`config.mk`:
```
export PLATFORM = sky130hd
export DESIGN_NAME = dma_chan_status
export DESIGN_NICKNAME = d
export VERILOG_FILES = /design/src/rtl/dma_stat_pkg.sv /design/src/rtl/dma_stat_run_edge.sv /design/src/rtl/dma_stat_w1c_field.sv /design/src/rtl/dma_stat_rdmux.sv /design/src/rtl/dma_chan_status.sv
export SDC_FILE = /design/constraint.sdc
export NUM_CORES = 1
export LEC_CHECK = 0
export CAP_MARGIN = 20
export CORE_ASPECT_RATIO = 0.9
export CORE_MARGIN = 10
export CORE_UTILIZATION = 38
export CTS_CLUSTER_DIAMETER = 120
export DETAILED_ROUTE_END_ITERATION = 7
export PLACE_DENSITY = 0.8
export SYNTH_ARGS = -nofsm -noshare
export SYNTH_HDL_FRONTEND = slang
export SYNTH_HIERARCHICAL = 1
export SYNTH_SLANG_ARGS = --single-unit
```
`constraint.sdc`:
```
create_clock -name clk -period 1.68 [get_ports clk]
set_input_delay 0.252 -clock clk [delete_from_list [all_inputs] [get_ports clk]]
set_output_delay 0.252 -clock clk [all_outputs]
set_load 0.01 [all_outputs]
```
`src/rtl/dma_stat_pkg.sv`:
```
// Shared constants for the DMA channel status word.
// Assumes a 32-bit register bus with byte enables.
package dma_stat_pkg;
    localparam int WORD_W    = 32;
    localparam int BE_W      = WORD_W / 8;
    localparam int POS_BUSY  = 0;
    localparam int FLAG_LSB  = 1;   // stop, done, align, magic, len, idle
    localparam int FLAG_W    = 6;
    localparam int RDE_LSB   = 9;
    localparam int RDE_W     = 2;
    localparam int DESC_LSB  = 19;
    localparam int DESC_W    = 5;
    localparam int STICKY_HI = DESC_LSB + DESC_W - 1;
endpackage

```
`src/rtl/dma_stat_run_edge.sv`:
```
// Detects the 0-to-1 transition of the run bit.
// Assumes run is synchronous to clk.
module dma_stat_run_edge (
    input  logic clk,
    input  logic rst_n,
    input  logic run,
    output logic run_rise
);
    logic run_q;

    // Remember the run level from the previous cycle.
    always_ff @(posedge clk) begin
        if (!rst_n) run_q <= 1'b0;
        else        run_q <= run;
    end

    assign run_rise = run & ~run_q;
endmodule

```
`src/rtl/dma_stat_w1c_field.sv`:
```
// A field of sticky write-one-to-clear bits placed at LSB in the word.
// Priority for each bit: wipe, then set, then a clear by write, then hold.
// Assumes set pulses are one cycle wide and synchronous to clk.
module dma_stat_w1c_field
    import dma_stat_pkg::*;
#(
    parameter int W   = 1,
    parameter int LSB = 1
) (
    input  logic              clk,
    input  logic              rst_n,
    input  logic              wipe,
    input  logic [W-1:0]      set,
    input  logic              wr_en,
    input  logic [WORD_W-1:0] wr_data,
    input  logic [BE_W-1:0]   wr_be,
    output logic [W-1:0]      q
);
    for (genvar i = 0; i < W; i++) begin : g_bit
        localparam int POS  = LSB + i;
        localparam int LANE = POS / 8;
        logic clr;

        // Clear request when this bit's byte lane is written with a 1.
        assign clr = wr_en & wr_be[LANE] & wr_data[POS];

        // Update one sticky bit in priority order.
        always_ff @(posedge clk) begin
            if (!rst_n)      q[i] <= 1'b0;
            else if (wipe)   q[i] <= 1'b0;
            else if (set[i]) q[i] <= 1'b1;
            else if (clr)    q[i] <= 1'b0;
        end
    end
endmodule

```
`src/rtl/dma_stat_rdmux.sv`:
```
// Builds the status word from its fields and registers it on a read.
// Reserved bits are driven to zero.
module dma_stat_rdmux
    import dma_stat_pkg::*;
(
    input  logic              clk,
    input  logic              rst_n,
    input  logic              rd_en,
    input  logic              busy,
    input  logic [FLAG_W-1:0] flags,
    input  logic [RDE_W-1:0]  rde,
    input  logic [DESC_W-1:0] dse,
    output logic [WORD_W-1:0] word,
    output logic [WORD_W-1:0] rdata
);
    // Place each field at its bit position, all other bits zero.
    always_comb begin
        word = '0;
        word[POS_BUSY] = busy;
        word[FLAG_LSB +: FLAG_W] = flags;
        word[RDE_LSB  +: RDE_W]  = rde;
        word[DESC_LSB +: DESC_W] = dse;
    end

    // Capture the word on a read strobe, otherwise hold.
    always_ff @(posedge clk) begin
        if (!rst_n)     rdata <= '0;
        else if (rd_en) rdata <= word;
    end
endmodule

```
`src/rtl/dma_chan_status.sv`:
```
// Status and interrupt flag register of one DMA channel.
// Gates engine events with their enables, keeps sticky flags,
// wipes them when run rises and raises irq while any flag is set.
module dma_chan_status
    import dma_stat_pkg::*;
(
    input  logic              clk,
    input  logic              rst_n,
    input  logic              run,
    input  logic              ie_stop,
    input  logic              ie_done,
    input  logic              ie_magic,
    input  logic              ie_len,
    input  logic              ie_idle,
    input  logic              evt_stop,
    input  logic              evt_done,
    input  logic              evt_magic,
    input  logic              evt_len,
    input  logic              evt_align,
    input  logic              evt_idle,
    input  logic [DESC_W-1:0] desc_err,
    input  logic [RDE_W-1:0]  rd_err,
    input  logic              busy,
    input  logic              bus_rd,
    input  logic              bus_wr,
    input  logic [WORD_W-1:0] bus_wdata,
    input  logic [BE_W-1:0]   bus_be,
    output logic [WORD_W-1:0] bus_rdata,
    output logic              irq
);
    logic              run_rise;
    logic [FLAG_W-1:0] flag_set;
    logic [FLAG_W-1:0] flag_q;
    logic [RDE_W-1:0]  rde_q;
    logic [DESC_W-1:0] dse_q;
    logic [WORD_W-1:0] stat_word;

    dma_stat_run_edge u_edge (
        .clk(clk), .rst_n(rst_n), .run(run), .run_rise(run_rise)
    );

    // Gate engine events by their enables; alignment has no enable.
    always_comb begin
        flag_set = {evt_idle & ie_idle, evt_len & ie_len, evt_magic & ie_magic,
                    evt_align, evt_done & ie_done, evt_stop & ie_stop};
    end

    dma_stat_w1c_field #(.W(FLAG_W), .LSB(FLAG_LSB)) u_flags (
        .clk(clk), .rst_n(rst_n), .wipe(run_rise), .set(flag_set),
        .wr_en(bus_wr), .wr_data(bus_wdata), .wr_be(bus_be), .q(flag_q)
    );

    dma_stat_w1c_field #(.W(RDE_W), .LSB(RDE_LSB)) u_rde (
        .clk(clk), .rst_n(rst_n), .wipe(run_rise), .set(rd_err),
        .wr_en(bus_wr), .wr_data(bus_wdata), .wr_be(bus_be), .q(rde_q)
    );

    dma_stat_w1c_field #(.W(DESC_W), .LSB(DESC_LSB)) u_dse (
        .clk(clk), .rst_n(rst_n), .wipe(run_rise), .set(desc_err),
        .wr_en(bus_wr), .wr_data(bus_wdata), .wr_be(bus_be), .q(dse_q)
    );

    dma_stat_rdmux u_rdmux (
        .clk(clk), .rst_n(rst_n), .rd_en(bus_rd), .busy(busy),
        .flags(flag_q), .rde(rde_q), .dse(dse_q),
        .word(stat_word), .rdata(bus_rdata)
    );

    // Request an interrupt while any sticky flag is set.
    assign irq = |{flag_q, rde_q, dse_q};
endmodule

```
======== Word-level counts from Yosys, hierarchy flattened ========
Cells that the tools add are included.
operators by class
  add/subtract/negate cells ............... 0
  $mul .................................... 0
  divide/modulo/power cells ............... 0
  magnitude comparators ................... 0
  equal/unequal tests ..................... 0
  shifts and indexed selects .............. 0
  mux-type cells .......................... 26
  bitwise gates (word level) .............. 24
  reduce and logical (&&, ||, !) cells .... 15
operator list
  operator             number
  2-to-1 mux 1 bit     26
  nonzero test 2 bit   13
  AND 1 bit            22
  OR reduction 13 bit  1
  inverter 1 bit       2
  OR reduction 2 bit   1
word-level totals
  bits in registers ....................... 28
  latch bits .............................. 0
  bits in writable memories ............... 0
  ROM bits ................................ 0
  input bits .............................. 60
  output and inout bits ................... 33
  memories ................................ 0

======== Depth between registers and ports, before layout ========
  word-level depth ........................ 4
  mapped depth ............................ 4
  mapped depth without buffers ............ 3

======== Hierarchy ========
The synthesis kept the hierarchy.
modules (own cells, without submodules)
  module                        times used  cells an instance  area an instance (um^2)  seq. area each (um^2)
  dma_stat_rdmux                1           96                 922.1                    280.3
  dma_stat_w1c_field (u_flags)  1           25                 276.5                    120.1
  dma_stat_w1c_field (u_dse)    1           21                 232.7                    100.1
  dma_stat_w1c_field (u_rde)    1           9                  83.8                     40.0
  dma_chan_status               1           10                 58.8                     0.0
  dma_stat_run_edge             1           3                  40.0                     20.0

======== Least setup slack after synthesis ========
Ideal clock, no wire load.
  kind .................................... register to output
  start ................................... register u_flags.q[1]
  end ..................................... output port irq
  data arrival time ....................... 740 ps
  data required time ...................... 1428 ps
  slack ................................... 688 ps
  cell stages (with the launch flop) ...... 3
  path buffers ............................ 0
  cell sequence ........................... dfxtp_1 > nor4_1 > nand4_1
between the ends
  word-level cells in the longest chain between the ends .. 1
ends and longest elaborated chain
  item                              line                      source
  start: declaration                dma_stat_w1c_field.sv:17  output logic [W-1:0] q
  start signal: indexed assignment  dma_stat_w1c_field.sv:29  if (!rst_n) q[i] <= 1'b0;
  start signal: indexed assignment  dma_stat_w1c_field.sv:30  else if (wipe) q[i] <= 1'b0;
  start signal: indexed assignment  dma_stat_w1c_field.sv:31  else if (set[i]) q[i] <= 1'b1;
  OR reduction 13 bit               dma_chan_status.sv:70     assign irq = |{flag_q, rde_q, dse_q};
  end: declaration                  dma_chan_status.sv:29     output logic irq
Every way passes these cells.

======== Worst setup path in the final report ========
  start ................................... register u_flags.q[2]
  end ..................................... output port irq
The elaborated chain is that of the path after synthesis.

==> metrics.md <==
| Metric | Value |
|---|---|
| Largest net degree at the start of global routing | `16` |
| Netlist Area Pre-Place | `1370 um2` |
| # DRC | `0` |
| Final min period | `1.47 ns` |
| N_diodes | `0` |
| Vias in the first global route | `1,269` |
| CP Capture Type | `output port` |
| Total power | `0.00140 W` |
| CP Cell Sequence | `nor4_4, nand4_1, clkbuf_2` |
| Pleak | `0.810 nW` |
| Max incr delay on CP | `~0.36 ns` |
| Core ar. | `3430 um2` |
| Ports | `93` |
| Drt first pass iters | `4` |
| H-tree levels | `1` |
| Postcts setup bufs | `0` |
| Fin Clk Skew | `between 0.003 and 0.004 ns` |
| Required time worst endpoint | `1.43 ns` |
| Avg Synthesized Cell Area | `approximately 10 um2` |
| FILL cells | `315` |
| Starting DRT DRC Count | `36` |
| Worst skew pair latency | `0.27 ns` |
| Post-CTS Hold Fix Bufs | `0` |
| DRT Wirelength | `3550 um` |
| Fin area | `1950 um2` |
| Die extent in x | `83.4 um` |
| Final Hold Slack | `about 0.53 ns` |
| Final hold violation count | `0` |
| Sink Count | `28` |
| PD cells | `717 nW/um2` |
| Max-cap check violation count | `0` |
| Antenna Nets Post-Route | `0` |
| Unrepaired setup endpoints after global routing | `false` |
| Layout cells sized above 1 | `0.122` |
| Commonest non-fill, non-tap cell in the layout | `clkdlybuf4s50_1` |
| Most frequent cells in the layout | `clkdlybuf4s50_1 (53), dfxtp_1 (28), conb_1 (18)` |
| Synthesis warning total | `6` |
| CTS tree | `built` |
| Initial antenna violation count | `0` |
| All-Layer GR Usage | `0.112` |
| Status | `finished clean` |
| Routability congestion estimate | `0.726` |
| HPWL after DPL | `about 3000 um` |
| Final setup fails | `0` |
| Vias per inst | `4.58` |
| Top fanout value on the critical path | `3` |
| Reg clk slew, reported paths | `0.09 ns` |
| Slowest CP cell | `dfxtp_1` |
| Worst Hold Class | `reg -> reg` |
| Initial Utilization | `0.401` |
| Via count | `1,063` |
| Max-slew violation count | `0` |
| Critical path type | `reg -> out` |
| Setup TNS | `0 ns` |
| DR WL/cell | `15.3 um` |
| Max Fclk | `681 MHz` |
| Max IR drop VDD | `335 uV` |
| Die area | `~6400 um2` |
| Startpoint types | `flip-flop` |
| Overall die height | `roughly 77 um` |
| Final period util | `0.874` |
| Post-DP Area | `1880 um2` |
| Clock Tree Root | `clkbuf_8` |
| # rows | `20` |
| Input/output buffers | `between 50 and 60` |
| Tightest Pin Transition | `0.523 ns` |
| Total gr overflow | `0` |
| WP data arrival | `~1.2 ns` |
| First-pass GRT wire length | `6110 um` |
| CTS max path bufs | `2` |
| Rel. slew slack | `0.650` |
| CTS buffer count | `3` |
| Final nets | `249` |
| Area Growth Syn to Fin | `41.9%` |
| Cells after synthesis | `roughly 130` |
==> path summary, 6_finish.rpt <==
kind,from,end,slack [ns],cells after the start
setup / recovery,u_flags/q[2],irq,0.21,3
setup reg to reg,u_edge/run_q,u_flags/q[3],0.81,3
hold / removal,u_rdmux/rdata[20],u_rdmux/rdata[20],0.53,2
hold reg to reg,u_rdmux/rdata[20],u_rdmux/rdata[20],0.53,2
==> report_power, final <==
group	internal, W	switching, W	total (W)
clock network	0.000210	0.000194	0.000403
logic	0.000165	0.000110	0.000275
registers	0.000694	0.0000252	0.000719
total	0.00107	0.000329	0.00140
==> critical path: cells and delay by family, from the launching register on <==
kind                   cells  cell delay, ns
buffers and inverters      1            0.16
and+or+nand+nor            2            0.44
DFF                        1            0.36
==> stage by stage <==
stage	instances	setup slack (ns)	util
after floorplan	149	0.701	-
after global placement	228	0.0953	0.548
after detailed placement	228	0.109	0.548
after CTS	232	0.0652	0.567
after global routing	232	0.0776	0.569
final	232	0.212	0.569
==> state kept, by name, indices dropped and copies added, names as in the netlist <==
name           count
u_dse/q            5
u_rdmux/rdata     14
u_flags/q          6
u_rde/q            2
u_edge/run_q       1
==> per-layer routing <==
metal / GRT usage / vias to the layer above / share of wire / wire length, um
met5: 0 / - / 0 / 0
met4: 0.0204 / 0 / 0.0059 / 21
met3: 0.0539 / 2 / 0.099 / 350
met2: 0.198 / 42 / 0.49 / 1740
met1: 0.119 / 486 / 0.40 / 1430
li1: - / 533 / - / -
==> what timing repair did <==
item,in CTS,in global routing
gates cloned,0,0
gates resized for setup,3,3
pin swaps,0,2
endpoints found under the setup margin,1,1
==> final cells by class <==
cell class	count	area, um2	share of cell area
Sequential cell	28	561	0.288
Tap cell	44	55.1	0.0282
Clock buffer	4	55.1	0.0282
Multi-Input combinational cell	100	728	0.374
Timing Repair Buffer	56	551	0.282
Note: power is estimated with default switching activity, not from simulation.
